File: src/rtl/tlb_pkg.sv
package tlb_pkg;

   typedef struct packed {
      logic       sup_only;
      logic       wprot;
      logic [1:0] cmode;
   } tlb_attr_t;

   typedef enum logic [1:0] {
      ST_IDLE,
      ST_WREQ,
      ST_WRSP,
      ST_RESP
   } tlb_state_e;

endpackage

File: src/rtl/tlb_tag_store.sv
module tlb_tag_store
   import tlb_pkg::*;
#(
   parameter int SETS  = 16,
   parameter int WAYS  = 4,
   parameter int VPN_W = 20,
   localparam int IDX_W = $clog2(SETS),
   localparam int WAY_W = $clog2(WAYS)
) (
   input  logic             clk,
   input  logic             rst_n,
   input  logic             flush,
   input  logic             pg_large,
   input  logic [IDX_W-1:0] lk_idx,
   input  logic [VPN_W-1:0] lk_vpn,
   output logic             lk_hit,
   output logic [VPN_W-1:0] lk_pfn,
   output tlb_attr_t        lk_attr,
   input  logic [IDX_W-1:0] vc_idx,
   output logic [WAYS-1:0]  vc_valid,
   input  logic             wr_en,
   input  logic [IDX_W-1:0] wr_idx,
   input  logic [WAY_W-1:0] wr_way,
   input  logic [VPN_W-1:0] wr_vpn,
   input  logic [VPN_W-1:0] wr_pfn,
   input  tlb_attr_t        wr_attr
);

   logic [SETS-1:0][WAYS-1:0] valid_q;
   logic [VPN_W-1:0]          tag_q  [SETS][WAYS];
   logic [VPN_W-1:0]          pfn_q  [SETS][WAYS];
   tlb_attr_t                 attr_q [SETS][WAYS];
   logic [WAYS-1:0]           way_hit;
   logic [VPN_W-1:0]          cmp_mask;

   // large pages ignore the lowest page-number bit
   assign cmp_mask = pg_large ? {{(VPN_W-1){1'b1}}, 1'b0} : {VPN_W{1'b1}};

   for (genvar w = 0; w < WAYS; w++) begin : g_way
      assign way_hit[w] = valid_q[lk_idx][w] &&
                          (((tag_q[lk_idx][w] ^ lk_vpn) & cmp_mask) == '0);
   end

   always_comb begin
      lk_pfn  = '0;
      lk_attr = '0;
      for (int w = 0; w < WAYS; w++) begin
         if (way_hit[w]) begin
            lk_pfn  = pfn_q[lk_idx][w];
            lk_attr = attr_q[lk_idx][w];
         end
      end
   end

   assign lk_hit   = |way_hit;
   assign vc_valid = valid_q[vc_idx];

   always_ff @(posedge clk) begin
      if (!rst_n || flush) begin
         valid_q <= '0;
      end else if (wr_en) begin
         valid_q[wr_idx][wr_way] <= 1'b1;
      end
   end

   always_ff @(posedge clk) begin
      if (wr_en) begin
         tag_q[wr_idx][wr_way]  <= wr_vpn;
         pfn_q[wr_idx][wr_way]  <= wr_pfn;
         attr_q[wr_idx][wr_way] <= wr_attr;
      end
   end

   AST_FLUSH_ALL: assert property (@(posedge clk) disable iff (!rst_n)
      flush |=> (valid_q == '0));
   AST_SINGLE_HIT: assert property (@(posedge clk) disable iff (!rst_n)
      $onehot0(way_hit));

endmodule

File: src/rtl/tlb_victim.sv
module tlb_victim #(
   parameter int SETS = 16,
   parameter int WAYS = 4,
   localparam int IDX_W = $clog2(SETS),
   localparam int WAY_W = $clog2(WAYS)
) (
   input  logic             clk,
   input  logic             rst_n,
   input  logic [IDX_W-1:0] idx,
   input  logic [WAYS-1:0]  valid_set,
   input  logic             take,
   output logic [WAY_W-1:0] way
);

   logic [WAY_W-1:0] ptr_q [SETS];
   logic [WAY_W-1:0] first_inv;
   logic             full;

   assign full = &valid_set;

   always_comb begin
      first_inv = '0;
      for (int w = WAYS - 1; w >= 0; w--) begin
         if (!valid_set[w]) first_inv = WAY_W'(w);
      end
   end

   assign way = full ? ptr_q[idx] : first_inv;

   always_ff @(posedge clk) begin
      if (!rst_n) begin
         for (int s = 0; s < SETS; s++) ptr_q[s] <= '0;
      end else if (take && full) begin
         ptr_q[idx] <= ptr_q[idx] + 1'b1;
      end
   end

   AST_FILL_INVALID: assert property (@(posedge clk) disable iff (!rst_n)
      (take && !full) |-> !valid_set[way]);

endmodule

File: src/rtl/tlb_xform.sv
module tlb_xform
   import tlb_pkg::*;
#(
   parameter int ADDR_W = 32,
   parameter int OFF_W  = 12,
   parameter int PFN_W  = ADDR_W - OFF_W
) (
   input  logic              enable,
   input  logic              pg_large,
   input  logic              is_write,
   input  logic              is_super,
   input  logic [ADDR_W-1:0] laddr,
   input  logic [PFN_W-1:0]  pfn,
   input  tlb_attr_t         attr,
   output logic [ADDR_W-1:0] paddr,
   output logic [1:0]        cmode,
   output logic              fault
);

   logic [ADDR_W-1:0] pa_small;
   logic [ADDR_W-1:0] pa_large;
   logic              viol;

   assign pa_small = {pfn, laddr[OFF_W-1:0]};
   assign pa_large = {pfn[PFN_W-1:1], laddr[OFF_W:0]};
   assign viol     = (attr.sup_only && !is_super) || (attr.wprot && is_write);

   always_comb begin
      if (!enable) begin
         paddr = laddr;
         cmode = 2'b00;
         fault = 1'b0;
      end else if (viol) begin
         paddr = '0;
         cmode = 2'b00;
         fault = 1'b1;
      end else begin
         paddr = pg_large ? pa_large : pa_small;
         cmode = attr.cmode;
         fault = 1'b0;
      end
   end

endmodule

File: src/rtl/tlb_xlate.sv
module tlb_xlate
   import tlb_pkg::*;
#(
   parameter int ADDR_W = 32,
   parameter int OFF_W  = 12,
   parameter int SETS   = 16,
   parameter int WAYS   = 4,
   localparam int VPN_W = ADDR_W - OFF_W,
   localparam int IDX_W = $clog2(SETS),
   localparam int WAY_W = $clog2(WAYS)
) (
   input  logic              clk,
   input  logic              rst_n,
   input  logic              xlate_en,
   input  logic              pg_large,
   input  logic              flush,
   input  logic              req_valid,
   output logic              req_ready,
   input  logic [ADDR_W-1:0] req_laddr,
   input  logic              req_write,
   input  logic              req_super,
   output logic              rsp_valid,
   input  logic              rsp_ready,
   output logic [ADDR_W-1:0] rsp_paddr,
   output logic [1:0]        rsp_cmode,
   output logic              rsp_fault,
   output logic              walk_req_valid,
   input  logic              walk_req_ready,
   output logic [VPN_W-1:0]  walk_vpn,
   input  logic              walk_rsp_valid,
   output logic              walk_rsp_ready,
   input  logic [VPN_W-1:0]  walk_pfn,
   input  logic              walk_sup_only,
   input  logic              walk_wprot,
   input  logic [1:0]        walk_cmode
);

   initial begin
      AST_CFG_SETS: assert (SETS == (1 << IDX_W)) else $fatal(1, "SETS must be a power of two");
      AST_CFG_WAYS: assert (WAYS == (1 << WAY_W) && WAYS > 1) else $fatal(1, "WAYS must be a power of two");
      AST_CFG_ADDR: assert (ADDR_W > OFF_W + 1 + IDX_W) else $fatal(1, "address too narrow");
   end

   tlb_state_e        state_q;
   logic [ADDR_W-1:0] q_laddr;
   logic              q_write, q_super, q_pg;
   logic [ADDR_W-1:0] rsp_paddr_q;
   logic [1:0]        rsp_cmode_q;
   logic              rsp_fault_q;

   logic              accept, sel_walk, install;
   logic [IDX_W-1:0]  lk_idx, q_idx;
   logic              lk_hit;
   logic [VPN_W-1:0]  lk_pfn;
   tlb_attr_t         lk_attr, walk_attr;
   logic [WAYS-1:0]   vc_valid;
   logic [WAY_W-1:0]  vc_way;

   logic              xf_en, xf_pg, xf_wr, xf_sup;
   logic [ADDR_W-1:0] xf_laddr, xf_paddr;
   logic [VPN_W-1:0]  xf_pfn;
   tlb_attr_t         xf_attr;
   logic [1:0]        xf_cmode;
   logic              xf_fault;

   assign req_ready      = (state_q == ST_IDLE) || (state_q == ST_RESP && rsp_ready);
   assign accept         = req_valid && req_ready;
   assign rsp_valid      = (state_q == ST_RESP);
   assign walk_req_valid = (state_q == ST_WREQ);
   assign walk_rsp_ready = (state_q == ST_WRSP);
   assign walk_vpn       = q_laddr[ADDR_W-1:OFF_W];
   assign sel_walk       = (state_q == ST_WRSP);
   assign install        = sel_walk && walk_rsp_valid;
   assign walk_attr      = '{sup_only: walk_sup_only, wprot: walk_wprot, cmode: walk_cmode};

   assign lk_idx = pg_large ? req_laddr[OFF_W+1 +: IDX_W] : req_laddr[OFF_W +: IDX_W];
   assign q_idx  = q_pg     ? q_laddr[OFF_W+1 +: IDX_W]   : q_laddr[OFF_W +: IDX_W];

   assign xf_en    = sel_walk || xlate_en;
   assign xf_pg    = sel_walk ? q_pg    : pg_large;
   assign xf_wr    = sel_walk ? q_write : req_write;
   assign xf_sup   = sel_walk ? q_super : req_super;
   assign xf_laddr = sel_walk ? q_laddr : req_laddr;
   assign xf_pfn   = sel_walk ? walk_pfn : lk_pfn;
   assign xf_attr  = sel_walk ? walk_attr : lk_attr;

   tlb_tag_store #(.SETS(SETS), .WAYS(WAYS), .VPN_W(VPN_W)) u_store (
      .clk      (clk),
      .rst_n    (rst_n),
      .flush    (flush),
      .pg_large (pg_large),
      .lk_idx   (lk_idx),
      .lk_vpn   (req_laddr[ADDR_W-1:OFF_W]),
      .lk_hit   (lk_hit),
      .lk_pfn   (lk_pfn),
      .lk_attr  (lk_attr),
      .vc_idx   (q_idx),
      .vc_valid (vc_valid),
      .wr_en    (install),
      .wr_idx   (q_idx),
      .wr_way   (vc_way),
      .wr_vpn   (walk_vpn),
      .wr_pfn   (walk_pfn),
      .wr_attr  (walk_attr)
   );

   tlb_victim #(.SETS(SETS), .WAYS(WAYS)) u_victim (
      .clk       (clk),
      .rst_n     (rst_n),
      .idx       (q_idx),
      .valid_set (vc_valid),
      .take      (install),
      .way       (vc_way)
   );

   tlb_xform #(.ADDR_W(ADDR_W), .OFF_W(OFF_W)) u_xform (
      .enable   (xf_en),
      .pg_large (xf_pg),
      .is_write (xf_wr),
      .is_super (xf_sup),
      .laddr    (xf_laddr),
      .pfn      (xf_pfn),
      .attr     (xf_attr),
      .paddr    (xf_paddr),
      .cmode    (xf_cmode),
      .fault    (xf_fault)
   );

   always_ff @(posedge clk) begin
      if (!rst_n) begin
         state_q     <= ST_IDLE;
         q_laddr     <= '0;
         q_write     <= 1'b0;
         q_super     <= 1'b0;
         q_pg        <= 1'b0;
         rsp_paddr_q <= '0;
         rsp_cmode_q <= '0;
         rsp_fault_q <= 1'b0;
      end else if (accept) begin
         q_laddr <= req_laddr;
         q_write <= req_write;
         q_super <= req_super;
         q_pg    <= pg_large;
         if (!xlate_en || lk_hit) begin
            rsp_paddr_q <= xf_paddr;
            rsp_cmode_q <= xf_cmode;
            rsp_fault_q <= xf_fault;
            state_q     <= ST_RESP;
         end else begin
            state_q <= ST_WREQ;
         end
      end else begin
         case (state_q)
            ST_RESP: if (rsp_ready) state_q <= ST_IDLE;
            ST_WREQ: if (walk_req_ready) state_q <= ST_WRSP;
            ST_WRSP: if (walk_rsp_valid) begin
               rsp_paddr_q <= xf_paddr;
               rsp_cmode_q <= xf_cmode;
               rsp_fault_q <= xf_fault;
               state_q     <= ST_RESP;
            end
            default: state_q <= ST_IDLE;
         endcase
      end
   end

   assign rsp_paddr = rsp_paddr_q;
   assign rsp_cmode = rsp_cmode_q;
   assign rsp_fault = rsp_fault_q;

   AST_RSP_HOLD: assert property (@(posedge clk) disable iff (!rst_n)
      (rsp_valid && !rsp_ready) |=> (rsp_valid && $stable(rsp_paddr) && $stable(rsp_fault)));
   AST_WALK_HOLD: assert property (@(posedge clk) disable iff (!rst_n)
      (walk_req_valid && !walk_req_ready) |=> (walk_req_valid && $stable(walk_vpn)));
   AST_BYPASS: assert property (@(posedge clk) disable iff (!rst_n)
      (accept && !xlate_en) |=> (rsp_valid && !rsp_fault && rsp_paddr == $past(req_laddr)));
   AST_HIT_NEXT: assert property (@(posedge clk) disable iff (!rst_n)
      (accept && xlate_en && lk_hit) |=> rsp_valid);
   AST_FAULT_ZERO: assert property (@(posedge clk) disable iff (!rst_n)
      (rsp_valid && rsp_fault) |-> (rsp_paddr == '0 && rsp_cmode == 2'b00));

endmodule

File: config.mk
export PLATFORM = sky130hd
export DESIGN_NAME = tlb_xlate
export DESIGN_NICKNAME = d
export VERILOG_FILES = /design/src/rtl/tlb_pkg.sv /design/src/rtl/tlb_tag_store.sv /design/src/rtl/tlb_victim.sv /design/src/rtl/tlb_xform.sv /design/src/rtl/tlb_xlate.sv
export SDC_FILE = /design/constraint.sdc
export NUM_CORES = 2
export LEC_CHECK = 0
export CAP_MARGIN = 20
export CELL_PAD_IN_SITES_DETAIL_PLACEMENT = 1
export CELL_PAD_IN_SITES_GLOBAL_PLACEMENT = 2
export CORE_AREA = 5 5 681 548
export CTS_BUF_LIST = sky130_fd_sc_hd__clkbuf_2 sky130_fd_sc_hd__clkbuf_4 sky130_fd_sc_hd__clkbuf_8
export CTS_CLUSTER_DIAMETER = 120
export CTS_CLUSTER_SIZE = 16
export DETAILED_ROUTE_END_ITERATION = 10
export DIE_AREA = 0 0 686 553
export GPL_ROUTABILITY_DRIVEN = 0
export PLACE_DENSITY_LB_ADDON = 0.1
export SYNTH_ARGS = -nofsm -noshare
export SYNTH_HDL_FRONTEND = slang
export SYNTH_SLANG_ARGS = --single-unit
File: constraint.sdc
create_clock -name clk -period 9.27 [get_ports clk]
set_input_delay 2.3175 -clock clk [delete_from_list [all_inputs] [get_ports clk]]
set_output_delay 2.3175 -clock clk [all_outputs]
set_load 0.01 [all_outputs]
# After elaboration in Yosys (flattened, before gate mapping)
# Memory sizes are Yosys's and may differ from the RTL's.
# Index checks and enable logic that the tools add are counted.
# word_totals
latch_bits	0
output_inout_bits	59
inputBits	67
word_cells	155
ramBits	2848
n_memories	4
rom_bits	0
ff_bits	136
# classes
shift	0
mul	0
muxes	69
bitwise_logic	10
magnitude_cmp	7
eq_ne	7
n_div	0
add_sub_neg	1
n_reduce_logical	33
# memory_table
name	depth	width	rd	rd_ports_with_merged_regs	wr	line_no	source
u_store.pfn_q	16	80	1	0	1	tlb_tag_store.sv:31	logic [VPN_W-1:0] pfn_q [SETS][WAYS];
u_store.tag_q	16	80	1	0	1	tlb_tag_store.sv:30	logic [VPN_W-1:0] tag_q [SETS][WAYS];
u_store.attr_q	16	16	1	0	1	tlb_tag_store.sv:32	tlb_attr_t attr_q [SETS][WAYS];
u_victim.ptr_q	16	2	1	0	16	tlb_victim.sv:15	logic [WAY_W-1:0] ptr_q [SETS];
# op_table
op	n
$mux W32	7
$mux W20	6
$and A20 B20 Y20	4
$logic_not A20 Y1	4
$mux W80	1
$xor A20 B20 Y20	4
$or A64 B64 Y64	1
$mux W4	12
$demux W20 S2	1
$mux W2	17
$bmux W4 S4	2
$mux W1	17
$demux W4 S4	1
$mux W16	1
$logic_and A1 B1 Y1	13
$mux W13	1
$lt A4 B5 Y1 const B	2
$demux W4 S2	1
$ne A3 B1 Y1 const B	2
$pmux W2 S3	1
$reduce_and A3 Y1	2
$logic_or A1 B1 Y1	5
$eq A2 B2 Y1 const B	2
$ge A4 B1 Y1 const B	1
16 further kinds	19

# Longest topological paths before layout
# An unclocked memory read counts as a cell.
# logic_depth
depth_word	18
ltp_mapped	22
ltp_nobuf	12

# Cells and area by module
# Synthesis repeated with hierarchy kept, for this count alone.
# unflattened
cells_unflattened	5414
hier_area_um2	117697.9
# by_module_without_submodules
module	seq_area_each_um2	instances	cells_per_inst	area_each_um2
tlb_tag_store	85842.3	1	4801	111783.5
tlb_xlate	1441.4	1	424	3814.9
tlb_victim	960.9	1	142	1739.2
tlb_xform	0.0	1	47	360.3

# Worst setup path before layout
# OpenSTA, ideal clock, no wires.
# synth_path
kind	register to register
start	register q_laddr[13]
end	memory u_store.attr_q[3][0] in the netlist's numbering (enable)
path_slack_ps	2467
setup_ps	502
t_arrival_ps	6301
required_ps	8768
path_buffers	2
period_less_slack_ps	6803
path_stages_with_launch	11
cell_sequence	dfxtp_1 > mux2_2 > clkbuf_1 > buf_1 > nand2_1 > nand3_1 > a21oi_1 > nor4_1 > nand3_1 > or2_2 > nor3_1
# synth_via
elab_chain_len	14
elab_cells_between_ends	17
classes_between	order compare: 2; mux: 11; bitwise: 1; reduce/logical: 2; memory: 1
# synth_lines
element	line_no	source
start: declaration	tlb_xlate.sv:45	logic [ADDR_W-1:0] q_laddr;
start signal: assignment	tlb_xlate.sv:140	q_laddr <= req_laddr;
$mux W4 *	tlb_xlate.sv:77	assign q_idx = q_pg ? q_laddr[OFF_W+1 +: IDX_W] : q_laddr[OFF_W +: IDX_W];
$bmux W4 S4	tlb_tag_store.sv:56	assign vc_valid = valid_q[vc_idx];
$mux W4 (not written as such)	tlb_tag_store.sv:56	
$mux W2 (4 in a row)	tlb_victim.sv:24	if (!valid_set[w]) first_inv = WAY_W'(w);
$mux W2	tlb_victim.sv:28	assign way = full ? ptr_q[idx] : first_inv;
$not A2 Y3 (not written as such)	tlb_tag_store.sv:70	attr_q[wr_idx][wr_way] <= wr_attr;
$ge A3 B3 Y1 (not written as such) or $lt A3 B1 Y1 (tied branches)	tlb_tag_store.sv:70	
$logic_and A1 B1 Y1 (not written as such)	tlb_tag_store.sv:70	
$mux W4 (not written as such)	tlb_tag_store.sv:70	
$demux W4 S2	tlb_tag_store.sv:70	
$mux W16 (not written as such)	tlb_tag_store.sv:70	
end: declaration	tlb_tag_store.sv:32	
# Mark *: on every way between the ends. The rest lies on a longest branch, timed or not. The select of a mux whose other input is x is not followed.

# Final worst setup path
# layout_path
start	input port pg_large
end	register rsp_paddr_q[2], in the netlist rsp_paddr[2]
# layout_via
elab_chain_len	18
elab_cells_between_ends	40
classes_between	eq/ne: 1; mux: 15; bitwise: 8; reduce/logical: 14; memory: 2
# layout_lines
element	line_no	source
start: declaration	tlb_xlate.sv:15	input logic pg_large,
$mux W4	tlb_xlate.sv:76	assign lk_idx = pg_large ? req_laddr[OFF_W+1 +: IDX_W] : req_laddr[OFF_W +: IDX_W];
$mem_v2 Z16 W80	n/a	
$xor A20 B20 Y20	tlb_tag_store.sv:41	(((tag_q[lk_idx][w] ^ lk_vpn) & cmp_mask) == '0);
$and A20 B20 Y20	tlb_tag_store.sv:41	
$logic_not A20 Y1	tlb_tag_store.sv:41	
$logic_and A1 B1 Y1	tlb_tag_store.sv:40	assign way_hit[w] = valid_q[lk_idx][w] &&
$mux W4 (4 in a row)	tlb_tag_store.sv:48	if (way_hit[w]) begin
$mux W4	tlb_xlate.sv:85	assign xf_attr = sel_walk ? walk_attr : lk_attr;
$logic_and A1 B1 Y1	tlb_xform.sv:26	assign viol = (attr.sup_only && !is_super) || (attr.wprot && is_write);
$logic_or A1 B1 Y1	tlb_xform.sv:26	
$mux W32	tlb_xform.sv:33	end else if (viol) begin
$mux W32	tlb_xform.sv:29	if (!enable) begin
$mux W32	tlb_xlate.sv:156	ST_WRSP: if (walk_rsp_valid) begin
$mux W32	tlb_xlate.sv:153	case (state_q)
$mux W32	tlb_xlate.sv:139	end else if (accept) begin
end signal: assignment	tlb_xlate.sv:145	rsp_paddr_q <= xf_paddr;
end signal: assignment	tlb_xlate.sv:157	rsp_paddr_q <= xf_paddr;
end: declaration	tlb_xlate.sv:47	logic [ADDR_W-1:0] rsp_paddr_q;
# Several ways; a longest one is shown, not always the timed one. The select of a mux whose other input is x is not followed.
# A chain may end at the register's enable or synchronous reset.

==> impl_metrics.csv <==
group,metric,value,unit
outcome,status,"finished, final reports clean",
finish,drive_gt1_share,21.02,%
logic_synthesis,synth_warnings,0,
detailed_routing,wire_per_inst,41.62,um
die,dieHeight,553,um
worst_setup_path,cp-end-kind,"flop",
place,placed_area,0.1369,mm^2
worst_setup_path,startpoint_type,"input port",
pwr,irDropWorstVdd,0.0001173,V
logic_synthesis,netlist_instances,7377,
logic_synthesis,ys_types,96,
logic_synthesis,ys.flop_type,"edfxtp_1",
detailed_routing,drtAntennaViolNets,0,
logic_synthesis,synth-edff-count,2848,
place,dp_cells,12230,
global_route,grt_antenna_before_repair,54,
global_route,met3_usage,3.994,%
timing,final.period_utilization,79.75,%
finish,regArea,0.08827,mm^2
timing,skew,0.09013,ns
global_route,grtUsageMet2,40.80,%
global_route,grt_pass1_wl,702200,um
detailed_routing,drc_errors,0,
global_route,gr-usage-all-layers,26.86,%
timing,setup-tns-final,0,ns
logic_synthesis,seq_area_frac_synth,69.22,%
worst_setup_path,path_class,"in -> reg",
detailed_routing,firstDrtPassIters,8,
clocking,clkTransAtPathRegs,0.12,ns
die,initial_utilization,34.86,%
clocking,htree_levels,4,
logic_synthesis,syn_nets,7448,
pwr,intPower,18.59,mW
timing,hold_viol_final,0,
pwr,p_comb_share,12.4,%
die,die-area,0.3794,mm^2
finish,final_cell_area,0.1408,mm^2
clocking,cts_tree,"built",
die,pin_count,126,
clocking,holdBufCountCts,0,
pwr,power.density,180.2,mW/mm^2
logic_synthesis,ys_seq_elements,2984,
die,core,0.3658,mm^2
finish,n_fill_cell,35670,
finish,mostFrequentLayoutCells,"edfxtp_1 (2,848), mux2i_1 (720), nand2_1 (688)",
clocking,cts_buffer_depth,4,
timing,max_freq,0.1353,GHz
place,hpwlAfterDp,318000,um
logic_synthesis,syn_avg_cell_area,17.28,um^2
place,io_buffers,125,
clocking,post_cts_buffers,0,
finish,multi_input_area,0.03693,mm^2
timing,relSlewSlack,19.43,%
place,post-place-ws,0.8096,ns
global_route,grt_pass1_vias,77480,
detailed_routing,vias,77060,
die,fp.dieW,686,um
finish,nets,7689,
clocking,insertion_delay,1.11,ns
detailed_routing,wirelength,523200,um
global_route,grt.busiest_layer,"met2",
pwr,swShare,26.75,%
detailed_routing,first_iter_violations,10760,
timing,min_period,7.393,ns
finish,layout.cells.non_filler,12570,
pwr,share_seq_of_total_power,59.5,%
worst_setup_path,cp_max_fo,52,
global_route,grt_max_degree,118,
run,drv_cap,0,
pwr,switching_power,6.790,mW
pwr,power,25.38,mW
global_route,globalRouteOverflowTotal,0,
finish,final_common_cell,"edfxtp_1",
timing,setup_viol,0,
die,rows,199,
clocking,clkSinkCount,2984,
global_route,gr-usage-met1,40.45,%
timing,rsz0062_at_grt,"false",
hold_path,hold_class,"reg -> reg",
logic_synthesis,syn_area,0.1275,mm^2
timing,maxSlewViolCount,0,
logic_synthesis,async_reset_ff_share,0,%
clocking,cts-root-buf,"clkbuf_8",
timing,tightest_slew,1.204,ns
worst_setup_path,worstPathRequired,10.27,ns
worst_setup_path,crit_arrival,8.39,ns
clocking,ctsResizeCount,0,
timing,fin_ws,1.877,ns
pwr,p_clk_share,28.0,%
pwr,p_leak,45.42,nW
finish,syn2layout_area_growth,10.45,%
clocking,cts_buffers,208,
detailed_routing,viasPerCell,6.130,
logic make-up after synthesis:
| kind of cell | after synthesis | share of synthesized area, % |
|---|---|---|
| mux | 1405 | 17.41 |
| fa+ha+maj | 4 | 0.03926 |
| buf+inv | 570 | 2.416 |
| flops | 2984 | 69.22 |
| simple gates | 1415 | 5.304 |
| xor+xnor | 52 | 0.3572 |
| compound gates | 947 | 5.259 |
worst max-delay path: stages:
cell and delay, ns:
buf_4 0.67, nor4bb_4 0.99, buf_4 0.43, a22oi_1 0.13, nand4_1 0.39, o41ai_1 0.19, a2111oi_0 0.48, buf_4 0.19
nand4bb_1 0.15, nor4_1 0.70, buf_4 0.23, a21oi_1 0.06, a311oi_1 0.26, buf_4 0.17, a211oi_4 0.06, buf_12 0.21
buf_4 0.20, o211a_1 0.21, o21a_1 0.18
metal layers:
layer | routed length (um) | up-vias
li1 | - | 30260
met1 | 236100 | 42870
met2 | 233300 | 3364
met3 | 39410 | 562
met4 | 14400 | 0
met5 | 0 | -
sequential cells by signal, indices dropped and copies added (netlist names):
signal	cells
u_store.tag_q	1280
q_super	1
u_store.valid_q	64
q_laddr	32
q_write	1
u_victim.ptr_q	32
state_q	2
q_pg	1
rsp_fault	1
rsp_paddr	32
u_store.attr_q	256
u_store.pfn_q	1280
rsp_cmode	2
worst paths after layout:
path	startpoint	to	slack, ns	depth (start not counted)
setup / recovery	pg_large	rsp_paddr[2]	1.88	19
setup reg to reg	q_pg	u_store.pfn_q[0][62]	2.41	13
hold reg to reg	q_write	q_write	0.48	2
hold / removal	q_write	q_write	0.48	2
cells in the mapped netlist (7+ instances only):
cell       number  area share [%]
a211oi_1       14           0.082
a21boi_0       39            0.23
a21oi_1        37            0.15
a221oi_1       27            0.19
a22oi_1       276             1.6
a31oi_1       113            0.55
and2_1          8           0.039
and3_1         85            0.42
and4_1         24            0.16
buf_1          51            0.15
buf_2         109            0.43
buf_4          96            0.57
buf_6          56            0.49
clkbuf_1      218            0.64
dfxtp_1       136             2.1
edfxtp_1     2848              67
inv_1          34            0.10
mux2_2         32            0.28
mux2i_1       724             5.7
mux4_2        646              11
nand2_1       689             2.0
nand2b_1       15           0.074
nand3_1       138            0.54
nand3b_1        8           0.047
nand4_1        60            0.29
nand4bb_1       8           0.071
nor2_1        186            0.55
nor2b_1        39            0.19
nor3_1         39            0.15
nor4_1         44            0.22
o211a_1        15            0.12
o211ai_1        9           0.053
o21a_1         72            0.42
o21ai_0        64            0.25
o22a_1          8           0.055
o22ai_1       187            0.92
o31a_1          7           0.048
or2_2           7           0.034
or4_1           7           0.041
xnor2_1        37            0.25
xor2_1         15            0.10
power groups by stage:
stage | logic [mW] | registers, mW | clock network (mW)
final | 3.15 | 15.1 | 7.12
after global routing | 3.29 | 15.1 | 7.81
after CTS | 3.15 | 15.1 | 7.32
after detailed placement | 3.15 | 15.4 | 0
after global placement | 3.12 | 15.4 | 0
after floorplan | 1.54 | 15.4 | 0
final cells by class:
cell class                      count  area share (%)
Antenna cell                        9         0.01599
Clock buffer                      321           2.644
Clock inverter                      8         0.07730
Inverter                           37          0.1057
Multi-Input combinational cell   3823           26.22
Sequential cell                  2984           62.69
Tap cell                         4824           4.286
Timing Repair Buffer              564           3.959
stage by stage:
step	hold WS (ns)	util, %
after floorplan	0.4382	-
after global placement	0.4503	37.31
after detailed placement	0.4606	37.42
after CTS	0.4781	38.46
after global routing	0.5009	38.49
final	0.4769	38.50
No activity file was read; power rests on OpenSTA's default activity.
